$ cat src/rtl/sbu_pkg.sv
// Shared types and helpers for the SATA channel bring-up sequencer.
// Assumes a 3-bit routing mode whose upper half (4..7) is reserved.
package sbu_pkg;
    localparam int MODE_W = 3;

    typedef enum logic [2:0] {
        ST_IDLE,
        ST_CLK_WAIT,
        ST_RST_PULSE,
        ST_RST_WAIT,
        ST_SETTLE,
        ST_POLL
    } sbu_state_e;

    typedef struct packed {
        logic chan_en;
        logic hp_en;
        logic slave;
    } sbu_ctrl_t;

    // True when the routing mode is in the reserved range.
    function automatic logic mode_reserved(input logic [MODE_W-1:0] m);
        return m[MODE_W-1];
    endfunction
endpackage

$ cat src/rtl/sbu_prescaler.sv
// Millisecond prescaler: emits one tick every CLK_PER_MS cycles.
// Assumes restart zeroes the phase so that each wait starts aligned.
module sbu_prescaler #(
    parameter int CLK_PER_MS = 125000
) (
    input  logic clk,
    input  logic rst_n,
    input  logic restart,
    output logic tick
);
    localparam int CW = (CLK_PER_MS > 1) ? $clog2(CLK_PER_MS) : 1;
    localparam logic [CW-1:0] LAST = CW'(CLK_PER_MS - 1);

    logic [CW-1:0] cnt_q;

    // Cycle counter, wraps at LAST, zeroed on restart.
    always_ff @(posedge clk) begin
        if (!rst_n || restart) begin
            cnt_q <= '0;
        end else if (cnt_q == LAST) begin
            cnt_q <= '0;
        end else begin
            cnt_q <= cnt_q + 1'b1;
        end
    end

    assign tick = (cnt_q == LAST);
endmodule

$ cat src/rtl/sbu_ms_timer.sv
// Millisecond counter compared against a target given by the sequencer.
// Assumes target stays constant between restarts; counting stops at target.
module sbu_ms_timer #(
    parameter int MS_W = 7
) (
    input  logic            clk,
    input  logic            rst_n,
    input  logic            restart,
    input  logic            tick,
    input  logic [MS_W-1:0] target,
    output logic            expired
);
    logic [MS_W-1:0] ms_q;

    assign expired = (ms_q == target);

    // Elapsed milliseconds since the last restart, saturating at target.
    always_ff @(posedge clk) begin
        if (!rst_n || restart) begin
            ms_q <= '0;
        end else if (tick && !expired) begin
            ms_q <= ms_q + 1'b1;
        end
    end
endmodule

$ cat src/rtl/sbu_ctrl_reg.sv
// Channel control bit register, loaded once per sequence.
// Assumes mode_lat is the mode captured when the sequence was accepted.
module sbu_ctrl_reg
    import sbu_pkg::*;
#(
    parameter int CHAN_ID = 0
) (
    input  logic              clk,
    input  logic              rst_n,
    input  logic              load,
    input  logic [MODE_W-1:0] mode_lat,
    output sbu_ctrl_t         ctrl
);
    logic slave_sel;

    // Per-channel slave decode: only one mode makes each channel a slave.
    generate
        if (CHAN_ID == 0) begin : g_chan0
            assign slave_sel = (mode_lat == MODE_W'(2));
        end else begin : g_chan1
            assign slave_sel = (mode_lat == MODE_W'(3));
        end
    endgenerate

    // Write the full control word on each load.
    always_ff @(posedge clk) begin
        if (!rst_n) begin
            ctrl <= '0;
        end else if (load) begin
            ctrl.chan_en <= 1'b1;
            ctrl.hp_en   <= 1'b1;
            ctrl.slave   <= slave_sel;
        end
    end
endmodule

$ cat src/rtl/sbu_fsm.sv
// Bring-up sequence controller: request arbitration, waits, polling, result.
// Assumes the timer raises expired once target ms have passed since restart.
module sbu_fsm
    import sbu_pkg::*;
#(
    parameter int SETTLE_MS = 10,
    parameter int POLL_MS   = 100,
    parameter int NUM_POLLS = 10,
    parameter int MS_W      = 7
) (
    input  logic              clk,
    input  logic              rst_n,
    input  logic              start_req,
    input  logic              stop_req,
    input  logic              reset_req,
    input  logic [MODE_W-1:0] route_mode,
    input  logic              phy_ready,
    input  logic              expired,
    output logic              restart,
    output logic [MS_W-1:0]   target,
    output logic              ctrl_load,
    output logic [MODE_W-1:0] mode_lat,
    output logic              from_start,
    output logic              clk_en,
    output logic              chan_rst,
    output logic              busy,
    output logic              done,
    output logic              online
);
    localparam int PW = (NUM_POLLS > 1) ? $clog2(NUM_POLLS) : 1;
    localparam logic [PW-1:0]   LAST_POLL = PW'(NUM_POLLS - 1);
    localparam logic [MS_W-1:0] T_SETTLE  = MS_W'(SETTLE_MS);
    localparam logic [MS_W-1:0] T_POLL    = MS_W'(POLL_MS);

    sbu_state_e    state_q, state_d;
    logic [PW-1:0] poll_q;
    logic          idle, take_start, take_reset, take_stop, poll_end;

    // Request arbitration in idle: start, then reset, then stop.
    always_comb begin
        idle       = (state_q == ST_IDLE);
        take_start = idle && start_req && !mode_reserved(route_mode);
        take_reset = idle && !take_start && reset_req;
        take_stop  = idle && !take_start && !take_reset && stop_req;
        poll_end   = (state_q == ST_POLL) && expired &&
                     (phy_ready || (poll_q == LAST_POLL));
    end

    // Next state, timer control and control-word load.
    always_comb begin
        state_d   = state_q;
        restart   = 1'b0;
        ctrl_load = 1'b0;
        target    = T_SETTLE;
        case (state_q)
            ST_IDLE: begin
                if (take_start) begin
                    state_d = ST_CLK_WAIT;
                    restart = 1'b1;
                end else if (take_reset) begin
                    state_d = ST_RST_PULSE;
                end
            end
            ST_CLK_WAIT, ST_RST_WAIT: begin
                if (expired) begin
                    state_d   = ST_SETTLE;
                    restart   = 1'b1;
                    ctrl_load = 1'b1;
                end
            end
            ST_RST_PULSE: begin
                state_d = ST_RST_WAIT;
                restart = 1'b1;
            end
            ST_SETTLE: begin
                if (expired) begin
                    state_d = ST_POLL;
                    restart = 1'b1;
                end
            end
            ST_POLL: begin
                target = T_POLL;
                if (expired) begin
                    restart = 1'b1;
                    if (poll_end) begin
                        state_d = ST_IDLE;
                    end
                end
            end
            default: state_d = ST_IDLE;
        endcase
    end

    // State register and poll-window counter.
    always_ff @(posedge clk) begin
        if (!rst_n) begin
            state_q <= ST_IDLE;
            poll_q  <= '0;
        end else begin
            state_q <= state_d;
            if (state_q == ST_SETTLE) begin
                poll_q <= '0;
            end else if ((state_q == ST_POLL) && expired && !poll_end) begin
                poll_q <= poll_q + 1'b1;
            end
        end
    end

    // Registered outputs: clock gate, reset pulse, result and sequence context.
    always_ff @(posedge clk) begin
        if (!rst_n) begin
            clk_en     <= 1'b0;
            chan_rst   <= 1'b0;
            done       <= 1'b0;
            online     <= 1'b0;
            mode_lat   <= '0;
            from_start <= 1'b0;
        end else begin
            chan_rst <= 1'b0;
            done     <= 1'b0;
            if (take_start) begin
                clk_en     <= 1'b1;
                online     <= 1'b0;
                mode_lat   <= route_mode;
                from_start <= 1'b1;
            end else if (take_reset) begin
                chan_rst   <= 1'b1;
                online     <= 1'b0;
                mode_lat   <= route_mode;
                from_start <= 1'b0;
            end else if (take_stop) begin
                clk_en <= 1'b0;
            end
            if (poll_end) begin
                done   <= 1'b1;
                online <= phy_ready;
                if (!phy_ready && from_start) begin
                    clk_en <= 1'b0;
                end
            end
        end
    end

    assign busy = !idle;
endmodule

$ cat src/rtl/sata_chan_bringup.sv
// Top of the per-channel SATA adapter bring-up sequencer.
// Assumes one instance per channel; CHAN_ID selects the slave-mode decode.
module sata_chan_bringup
    import sbu_pkg::*;
#(
    parameter int CHAN_ID     = 0,
    parameter int CLK_PER_MS  = 125000,
    parameter int SETTLE_MS   = 10,
    parameter int POLL_MS     = 100,
    parameter int DEADLINE_MS = 1000
) (
    input  logic       clk,
    input  logic       rst_n,
    input  logic       start_req,
    input  logic       stop_req,
    input  logic       reset_req,
    input  logic [2:0] route_mode,
    input  logic       phy_ready,
    output logic       clk_en,
    output logic       chan_rst,
    output logic       ctrl_en,
    output logic       hotplug_en,
    output logic       slave_en,
    output logic       busy,
    output logic       done,
    output logic       online
);
    localparam int NUM_POLLS = (DEADLINE_MS + POLL_MS - 1) / POLL_MS;
    localparam int MAX_MS    = (SETTLE_MS > POLL_MS) ? SETTLE_MS : POLL_MS;
    localparam int MS_W      = $clog2(MAX_MS + 1);

    logic              tick, restart, expired, ctrl_load, from_start;
    logic [MS_W-1:0]   target;
    logic [MODE_W-1:0] mode_lat;
    sbu_ctrl_t         ctrl;

    sbu_prescaler #(.CLK_PER_MS(CLK_PER_MS)) u_presc (
        .clk(clk), .rst_n(rst_n), .restart(restart), .tick(tick)
    );

    sbu_ms_timer #(.MS_W(MS_W)) u_timer (
        .clk(clk), .rst_n(rst_n), .restart(restart), .tick(tick),
        .target(target), .expired(expired)
    );

    sbu_fsm #(
        .SETTLE_MS(SETTLE_MS), .POLL_MS(POLL_MS),
        .NUM_POLLS(NUM_POLLS), .MS_W(MS_W)
    ) u_fsm (
        .clk(clk), .rst_n(rst_n),
        .start_req(start_req), .stop_req(stop_req), .reset_req(reset_req),
        .route_mode(route_mode), .phy_ready(phy_ready), .expired(expired),
        .restart(restart), .target(target), .ctrl_load(ctrl_load),
        .mode_lat(mode_lat), .from_start(from_start),
        .clk_en(clk_en), .chan_rst(chan_rst), .busy(busy),
        .done(done), .online(online)
    );

    sbu_ctrl_reg #(.CHAN_ID(CHAN_ID)) u_ctrl (
        .clk(clk), .rst_n(rst_n), .load(ctrl_load),
        .mode_lat(mode_lat), .ctrl(ctrl)
    );

    assign ctrl_en    = ctrl.chan_en;
    assign hotplug_en = ctrl.hp_en;
    assign slave_en   = ctrl.slave;
endmodule

$ cat config.mk
export PLATFORM = sky130hd
export DESIGN_NAME = sata_chan_bringup
export DESIGN_NICKNAME = d
export VERILOG_FILES = /design/src/rtl/sbu_pkg.sv /design/src/rtl/sbu_prescaler.sv /design/src/rtl/sbu_ms_timer.sv /design/src/rtl/sbu_ctrl_reg.sv /design/src/rtl/sbu_fsm.sv /design/src/rtl/sata_chan_bringup.sv
export SDC_FILE = /design/constraint.sdc
export NUM_CORES = 1
export LEC_CHECK = 0
export BUFFER_PORTS_ARGS = -buffer_cell sky130_fd_sc_hd__buf_4
export CORE_MARGIN = 5
export CORE_UTILIZATION = 40
export CTS_CLUSTER_SIZE = 14
export DETAILED_ROUTE_END_ITERATION = 12
export PLACE_DENSITY = 0.54
export SLEW_MARGIN = 30
export SYNTH_ARGS = -nofsm -noshare
export SYNTH_HDL_FRONTEND = slang
export SYNTH_SLANG_ARGS = --single-unit
$ cat constraint.sdc
create_clock -name clk -period 2.4 [get_ports clk]
set_input_delay 0.48 -clock clk [delete_from_list [all_inputs] [get_ports clk]]
set_output_delay 0.48 -clock clk [all_outputs]
set_load 0.005 [all_outputs]
* Word-level counts from Yosys, hierarchy flattened
Index checks and enable logic that the tools add are counted.
** Storage, ports and cells
- Register bits after elaboration :: 41
- Bits in latches :: 0
- Memory bits (writable) :: 0
- Memory bits (read-only) :: 0
- Input port bits :: 9
- Logic and storage cells :: 85
- Memories kept :: 0
** Cells by class
- $add $sub $neg :: 3
- Multiply operators :: 0
- Divide/modulo/power cells :: 0
- Order comparisons :: 0
- Equal/unequal tests :: 14
- Shift operators :: 0
- Muxes and demuxes :: 25
- Bitwise logic cells :: 1
- Reduce and logical (&&, ||, !) cells :: 30
** Operators by type and width (count)
- 2-to-1 mux 3 bit :: 8
- adder 17 x 1 -> 17 bit, second input constant :: 1
- == test 17 bit, second input constant :: 1
- case mux 3 bit (5 select lines) :: 1
- 2-to-1 mux 1 bit :: 14
- logical AND 1 bit :: 11
- == test 3 x 2 -> 1 bit, second input constant :: 3
- zero test 1 bit :: 8
- inequality test 2 x 1 -> 1 bit, second input constant :: 4
- OR reduction 2 bit :: 4
- adder 7 x 1 -> 7 bit, second input constant :: 1
- == test 7 bit :: 1
- 2-to-1 mux 7 bit :: 1
- == test 3 bit, second input constant :: 2
- AND reduction 5 bit :: 1
- adder 4 x 1 -> 4 bit, second input constant :: 1
- == test 4 bit, second input constant :: 1
- OR reduction 4 bit :: 1
- == test 3 x 1 -> 1 bit, second input constant :: 1
- zero test 3 bit :: 1
- inequality test 3 bit, second input constant :: 1
- case mux 1 bit (3 select lines) :: 1
- nonzero test 3 bit :: 1
- logical OR 1 bit :: 2
- other kinds (2) :: 2

* Longest topological paths before layout
Gate-level depths: netlist of the first run.
- Word-level depth :: 14
- Gate-level depth with buffers :: 7

* Hierarchy
Synthesis of the first run repeated with hierarchy kept, for this count alone.
** Second synthesis, totals
- Cell total of the unflattened synthesis :: 244
- Area, all modules :: 2147.1 um^2
** By module, submodules not included
- sbu_prescaler :: instances 1, cells each 92, area an instance 819.5 um^2, seq. area each 340.3 um^2
- sbu_fsm :: instances 1, cells each 92, area an instance 779.5 um^2, seq. area each 300.3 um^2
- sbu_ms_timer :: instances 1, cells each 53, area an instance 465.4 um^2, seq. area each 140.1 um^2
- sbu_ctrl_reg :: instances 1, cells each 7, area an instance 82.6 um^2, seq. area each 40.0 um^2

* Least setup slack after synthesis of the first run
No wires, ideal clock.
- Path type :: register to register
- From :: register u_timer.ms_q[0]
- To :: register u_presc.cnt_q[12]
- Arrival :: 1.559 ns
- Required time :: 2.285 ns
- Slack :: 0.727 ns
- Cell stages (with the launch flop) :: 8
- Path buffers :: 2
- Clock period less this slack :: 1.673 ns
- Cells stage by stage :: dfxtp_1 -> nor4b_1 -> and4_1 -> buf_4 -> nor3_4 -> o211ai_4 -> buf_6 -> nor2_1
** Between the ends
- Word-level cells in the longest chain between the ends :: 5
** RTL lines
- start, declared :: RTL line sbu_ms_timer.sv:13 : logic [MS_W-1:0] ms_q;
- start signal, assigned :: RTL line sbu_ms_timer.sv:22 : ms_q <= ms_q + 1'b1;
- == test 7 bit :: RTL line sbu_ms_timer.sv:15 : assign expired = (ms_q == target);
- 2-to-1 mux 1 bit :: RTL line sbu_fsm.sv:65, sbu_fsm.sv:76, sbu_fsm.sv:83
- case mux 1 bit (3 select lines) :: RTL line sbu_fsm.sv:55 : case (state_q)
- logical OR 1 bit :: RTL line sbu_prescaler.sv:18 : if (!rst_n || restart) begin
- OR reduction 2 bit (no line)
- end signal, assigned :: RTL line sbu_prescaler.sv:23 : cnt_q <= cnt_q + 1'b1;
- end, declared :: RTL line sbu_prescaler.sv:14 : logic [CW-1:0] cnt_q;
Every way passes these cells.
A chain may end at the register's enable or synchronous reset.

* Worst setup path in the final report of the first run
Ends and elaborated chain as after synthesis.

==> results of run 1 <==
==> placed cells by master, fill, tap and decap left out, types with 2 or more instances in the layout <==
cell | netlist | routed
a21oi_1 | 10 | 10
a22oi_1 | 3 | 3
a31oi_1 | 2 | 2
and3_1 | 7 | 7
and4_1 | 2 | 2
buf_4 | 2 | 19
clkbuf_8 | 0 | 6
dfxtp_1 | 41 | 41
ha_1 | 4 | 4
inv_1 | 7 | 7
mux2i_1 | 3 | 3
nand2_1 | 16 | 16
nand2b_1 | 4 | 4
nand3_1 | 15 | 15
nand3b_1 | 4 | 4
nand4_1 | 2 | 2
nor2_1 | 37 | 37
nor2b_1 | 4 | 4
nor3_1 | 6 | 6
nor3b_1 | 2 | 2
nor4_1 | 2 | 2
o211ai_1 | 2 | 2
o21ai_0 | 8 | 8
or3_1 | 3 | 3
xnor2_1 | 11 | 11
xor2_1 | 8 | 8
==> per-stage QoR <==
| stage | std cells | setup WS, ps | util (%) |
|---|---|---|---|
| finish | 316 | 380 | 47.5 |
| global route | 316 | 135 | 47.5 |
| CTS | 316 | 350 | 47.5 |
| detailed placement | 309 | 371 | 45.7 |
| global placement | 309 | 389 | 45.7 |
| floorplan | 227 | 727 | - |
==> power by group through the flow <==
stage | combinational (mW) | clock [mW] | sequential (mW)
CTS | 0.154 | 0.473 | 0.713
detailed placement | 0.154 | 0 | 0.729
global placement | 0.155 | 0 | 0.729
floorplan | 0.105 | 0 | 0.729
finish | 0.152 | 0.457 | 0.713
global route | 0.171 | 0.502 | 0.716
==> cell usage after synthesis (6+ instances only) <==
master | instances | area share (%)
dfxtp_1 | 41 | 41
a21oi_1 | 10 | 2.5
xor2_1 | 8 | 3.5
nor3_1 | 6 | 1.5
o21ai_0 | 8 | 2.0
and3_1 | 7 | 2.2
nand3_1 | 15 | 3.8
inv_1 | 7 | 1.3
nand2_1 | 16 | 3.0
xnor2_1 | 11 | 4.8
nor2_1 | 37 | 7.0
==> layer usage <==
metal / wire length (um) / share of wire (%) / global-route usage, %
met5: 0 / 0 / 0
met4: 76 / 2.0 / 6.08
met3: 147 / 3.9 / 3.70
met2: 1640 / 43 / 18.4
met1: 1950 / 51 / 18.2
==> cell type report <==
type	instances	area [um^2]
Timing Repair Buffer	19	143
Multi-Input combinational cell	175	1110
Tap cell	67	83.8
Inverter	7	26.3
Clock buffer	7	86.3
Fill cell	470	2510
Sequential cell	41	821
==> cells by family (layout without fill, tap and decap cells) <==
| group | after synthesis | in the layout | synth area share [%] |
|---|---|---|---|
| multiplexers | 3 | 3 | 1.51 |
| XOR/XNOR | 19 | 19 | 8.36 |
| AO/OA/AOI/OAI | 32 | 32 | 10.4 |
| buffers and inverters | 11 | 33 | 2.83 |
| flip-flops | 41 | 41 | 41.2 |
| adder cells (fa/ha/maj) | 4 | 4 | 2.51 |
| AND/OR/NAND/NOR | 117 | 117 | 33.2 |
==> worst max-delay path by stage <==
stage               startpoint  depth (start not counted)                 to  slack (ps)
6_report       u_timer.ms_q[0]                          5  u_presc.cnt_q[12]         380
5_1_grt        u_timer.ms_q[0]                          5   u_presc.cnt_q[2]         130
4_1_cts        u_timer.ms_q[0]                          5    u_timer.ms_q[5]         350
3_5_place_dp   u_timer.ms_q[0]                          5    u_timer.ms_q[3]         370
3_3_place_gp   u_timer.ms_q[0]                          5    u_timer.ms_q[0]         390
2_1_floorplan  u_timer.ms_q[0]                          7  u_presc.cnt_q[12]         730
==> worst min-delay path, stage by stage <==
cell and delay [ps]:
buf_4 80, mux2i_1 50, nor2_1 70
==> sequential cells by signal (all words and copies together), names as in the netlist <==
register,count
u_ctrl.ctrl,2
u_fsm.chan_rst,1
u_fsm.clk_en,1
u_fsm.done,1
u_fsm.from_start,1
u_fsm.mode_lat,3
u_fsm.online,1
u_fsm.poll_q,4
u_fsm.state_q,3
u_presc.cnt_q,17
u_timer.ms_q,7
==> flow_summary.yaml, run 1 <==
outcome:
  status: "finished clean"
clocking:
  cts_sinks: 41
  cts_hold_buf: 0
  cts_root_buffer: "clkbuf_8"
  htreeDepth: 2
  path_clk_slew_ps: 80
  worst_skew_pair.late_latency_ps: 290
  post_cts_resized: 0
  cts_max_path_buffers: 2
  cts_setup_buffers: 0
  cts_tree: "yes"
  cts_made_buffers: 5
pwr:
  p_sw_mw: 0.326
  p_leak_nw: 0.837
  power_per_cell_area_nw_per_um2: 581
  p_sw_share_pct: 24.7
  clkPwrFrac_pct: 34.6
  irDropWorstVdd_v: 0.000441
  p_seq_share_pct: 54.0
  p_comb_share_pct: 11.5
  totalPowerFinal_mw: 1.32
  internal_power_mw: 0.995
worst_setup_path:
  cp_max_fo: 17
  critPathSlowestCell: "and4_1"
  worstSetupEndpointType: "flip-flop"
  cp.required_ps: 2560
  crit_arrival_ps: 2180
  path_buf_inv: 0
  reg2reg_depth: 5
  crit_type: "flip-flop to flip-flop"
  r2r_end: "u_presc.cnt_q[12]"
  max_stage_delay_ps: 490
  rrSetupSlack_ps: 380
  crit_path_start_kind: "flip-flop"
  crit_chain: "nor4b_1 -> and4_1 -> nor3_4 -> o211ai_4 -> nor2_1"
  reg2reg_from: "u_timer.ms_q[0]"
  critical-path-top-delay-family: "simple AND/OR/NAND/NOR gates"
synthesis:
  syn_area_um2: 1990
  synthArstFlopShare_pct: 0
  yosys_warnings: 0
  syn-mean-instance-area_um2: 8.77
  synthFlopType: "dfxtp_1"
  seq_area_frac_synth_pct: 41.2
  ys_types: 47
  synth_fp_nets: 240
  netlist_instances: 227
  ys_ff_latch: 41
  synth-edff-count: 0
global_routing:
  grt_pass1_wl_um: 6590
  grt_max_degree: 18
  antenna_found_initial: 0
  grt_overflow_total: 0
  track_usage_pct: 13.1
  grt_pass1_vias: 1444
worst_hold_path:
  min_to: "u_fsm.mode_lat[0]"
  holdPathStages: 3
  min_path_type: "primary input to flip-flop"
  hold_path.startpoint: "route_mode[0]"
timing:
  hold_viol: 0
  setup_viol: 0
  skew_ps: 7.09
  tightest_slew_ps: 567
  maxSlewHeadroom_pct: 61.8
  maxSlewViolCount: 0
  min_period_ps: 2020
  hold_ws_ps: 418
  fmax_ghz: 0.495
  tns_ps: 0
  timing.final.crit_share_pct: 84.2
  rsz0062_at_grt: "no"
detailed_routing:
  drc_errors: 0
  wl_per_cell_um: 12.1
  first_pass_iters: 4
  totalWireLength_um: 3810
  drt_iter0_drc: 59
  vias_per_cell: 5.06
  ant_nets: 0
  vias: 1599
die:
  rows: 25
  core_area_um2: 4790
  dieArea_um2: 6490
  dieWidth_um: 80.5
  initial_core_util_pct: 41.6
  ios: 17
  fp.dieH_um: 80.5
final_layout:
  area_growth_syn_to_layout_pct: 14.2
  diodes: 0
  drive_gt1_share_pct: 14.5
  fin_nets: 262
  final_area_um2: 2270
placement:
  dp.final_hpwl_um: 2790
  port-buffer-count: 16
  placedInstanceArea_um2: 2190
  place.gp.congestion: 0.753
run:
  max_cap_violations: 0
Power figures use the tool's default switching activity.
==> inputs of run 2 (changes only) <==
--- a/config.mk
+++ b/config.mk
@@ -5,6 +5,7 @@
 export SDC_FILE = /design/constraint.sdc
 export NUM_CORES = 1
 export LEC_CHECK = 0
+export ABC_AREA = 1
 export BUFFER_PORTS_ARGS = -buffer_cell sky130_fd_sc_hd__buf_4
 export CORE_MARGIN = 5
 export CORE_UTILIZATION = 40
==> constraint.sdc (replaced) <==
create_clock -name clk -period 2.1 [get_ports clk]
set_input_delay 0.42 -clock clk [delete_from_list [all_inputs] [get_ports clk]]
set_output_delay 0.42 -clock clk [all_outputs]
set_load 0.005 [all_outputs]
==> flow_summary.yaml, run 2 <==
outcome:
  status: "finished clean"
final_layout:
  largest_reg_flops: 17
  layout_commonest_cell: "nand2_1"
  fin_nets: 333
  area_growth_syn_to_layout_pct: 12.8
  final_cell_mix: "nand2_1 (61), dfxtp_1 (41), nor2_1 (36)"
  multiInputGateArea_um2: 1230
  drive_gt1_share_pct: 17.1
  nFillCells: 579
  reg_top3: "u_presc.cnt_q: 17 flops, u_timer.ms_q: 7 flops, u_fsm.poll_q: 4 flops"
  regMostFlops: "u_presc.cnt_q"
  regArea_um2: 821
  diodes: 0
worst_setup_path:
  crit_type: "flip-flop to flip-flop"
  crit_path_start_kind: "flip-flop"
  worstSetupEndpointType: "flip-flop"
  reg2reg_depth: 6
  rrSetupSlack_ps: 370
  cp_max_fo: 7
  reg2reg_from: "u_presc.cnt_q[0]"
  crit_arrival_ps: 1900
  cp.required_ps: 2270
  r2r_end: "u_timer.ms_q[3]"
synthesis:
  syn_area_um2: 2240
  netlist_instances: 299
  synthTopCellsByArea: "dfxtp_1 (37%), nand2_1 (10%), nor2_4 (7.6%)"
  seq_area_frac_synth_pct: 36.7
  synth_fp_nets: 312
  yosys.area.top_type: "dfxtp_1"
  post-synth-top-count-cell: "nand2_1"
  synthFlopType: "dfxtp_1"
  yosys_warnings: 0
  synth-edff-count: 0
  ys_ff_latch: 41
  syn-mean-instance-area_um2: 7.48
  ys_types: 31
  yosys.area.top_type_share_pct: 36.7
  synthArstFlopShare_pct: 0
  synthTopCellsByCount: "nand2_1 (61), dfxtp_1 (41), nor2_1 (36), inv_1 (35), a21oi_1 (22)"
timing:
  hold_viol: 0
  setup_ws_ps: 372
  min_period_ps: 1730
  fmax_ghz: 0.579
  maxSlewViolCount: 0
  maxSlewHeadroom_pct: 71.5
  hold_ws_ps: 364
  timing.final.crit_share_pct: 82.3
  tightest_slew_ps: 425
  skew_ps: 4.37
  setup_viol: 0
  tns_ps: 0
  rsz0062_at_grt: "no"
die:
  ios: 17
  fp.dieH_um: 84.8
  core_area_um2: 5470
  rows: 27
  dieWidth_um: 84.8
  dieArea_um2: 7190
  initial_core_util_pct: 40.9
placement:
  port-buffer-count: 16
  place.gp.congestion: 0.857
  place_worst_setup_slack_ps: 353
  dp.final_hpwl_um: 3350
global_routing:
  track_usage_pct: 12.7
  grt_pass1_vias: 1681
  grt_max_degree: 18
  grt_pass1_wl_um: 7570
  antenna_found_initial: 0
  grt_overflow_total: 0
run:
  max_cap_violations: 0
clocking:
  cts_root_buffer: "clkbuf_8"
  cts_tree: "yes"
  cts_hold_buf: 0
  cts_made_buffers: 5
  cts_setup_buffers: 0
  path_clk_slew_ps: 80
  cts_max_path_buffers: 2
  htreeDepth: 2
  cts_sinks: 41
  worst_skew_pair.late_latency_ps: 290
  post_cts_resized: 0
pwr:
  p_sw_mw: 0.842
  p_seq_share_pct: 40.7
  totalPowerFinal_mw: 2.26
  p_sw_share_pct: 37.3
  power_per_cell_area_nw_per_um2: 894
  p_comb_share_pct: 34.2
  clkPwrFrac_pct: 25.0
  p_leak_nw: 0.955
  irDropWorstVdd_v: 0.000497
  internal_power_mw: 1.41
detailed_routing:
  wl_per_cell_um: 11.2
  vias: 1823
  drt_iter0_drc: 71
  vias_per_cell: 4.64
  ant_nets: 0
  drc_errors: 0
  totalWireLength_um: 4380
  first_pass_iters: 4
worst_hold_path:
  min_path_type: "primary input to flip-flop"
  hold_path.startpoint: "route_mode[0]"
  holdPathStages: 3
  min_to: "u_fsm.mode_lat[0]"
==> run 2: cell types whose count changed after synthesis, sizes merged, moves of 4 or more <==
cell    before  now
a21oi       10   22
and3         7    0
inv          7   38
nand2       16   63
nand2b       4    0
nand3       15   24
nand3b       5    1
nand4        3    9
nor2        37   52
nor2b        4    0
nor3         8   12
xnor2       11    5
==> run 2: kinds of logic after synthesis <==
group / after synthesis / share of synthesized area, %
XOR/XNOR: 14 / 5.48
flip-flops: 41 / 36.7
adder cells (fa/ha/maj): 4 / 2.24
AND/OR/NAND/NOR: 163 / 39.0
buffers and inverters: 42 / 8.28
AO/OA/AOI/OAI: 35 / 8.33
==> run 2: layout make-up <==
class                      instances  area share (%)
clock buffer                       7            3.82
multi-input combinational        216            48.8
inverter                          38            5.75
timing repair buffer              18            5.35
tap                               72            3.57
clock inverter                     1           0.198
sequential                        41            32.5
==> run 2: worst max-delay path, cell delays in order, from the launching register on <==
cell and delay, ps:
dfxtp_1 360, ha_1 250, nand4_1 130, nor3_2 400
nand2_1 290, nand2_1 130, a21oi_1 60
==> run 2: metal layers <==
metal | track usage, % | vias to the layer above | routed length [um]
li1 | - | 1002 | -
met1 | 16.7 | 798 | 2230
met2 | 20.3 | 21 | 1950
met3 | 3.63 | 2 | 172
met4 | 3.45 | 0 | 29
met5 | 0 | - | 0
==> run 2: how the worst max path moves through the flow <==
stage / endpoint / slack (ps) / from / cells after the start
global placement: u_timer.ms_q[1] / 410 / u_presc.cnt_q[0] / 6
global route: u_presc.cnt_q[8] / 230 / u_presc.cnt_q[0] / 5
CTS: u_timer.ms_q[5] / 350 / u_presc.cnt_q[0] / 6
finish: u_timer.ms_q[3] / 370 / u_presc.cnt_q[0] / 6
floorplan: u_presc.cnt_q[15] / 650 / u_presc.cnt_q[0] / 6
detailed placement: u_presc.cnt_q[13] / 350 / route_mode[2] / 9
==> run 2: power by group through the flow <==
stage                     combinational (mW)  clock, mW  sequential (mW)
after floorplan                        0.670          0            0.925
after detailed placement               0.784          0            0.938
after global placement                 0.788          0            0.939
after CTS                              0.786      0.596            0.920
final                                  0.773      0.565            0.919
after global routing                   0.858      0.622            0.933
==> run 2: metrics by stage <==
| step | cells | instance area [um^2] | util, % |
|---|---|---|---|
| 4_1_cts | 393 | 2520 | 46.1 |
| 3_3_place_gp | 385 | 2420 | 44.3 |
| 5_1_grt | 393 | 2520 | 46.1 |
| 2_1_floorplan | 299 | 2240 | - |
| 3_5_place_dp | 385 | 2420 | 44.3 |
| 6_report | 393 | 2520 | 46.1 |
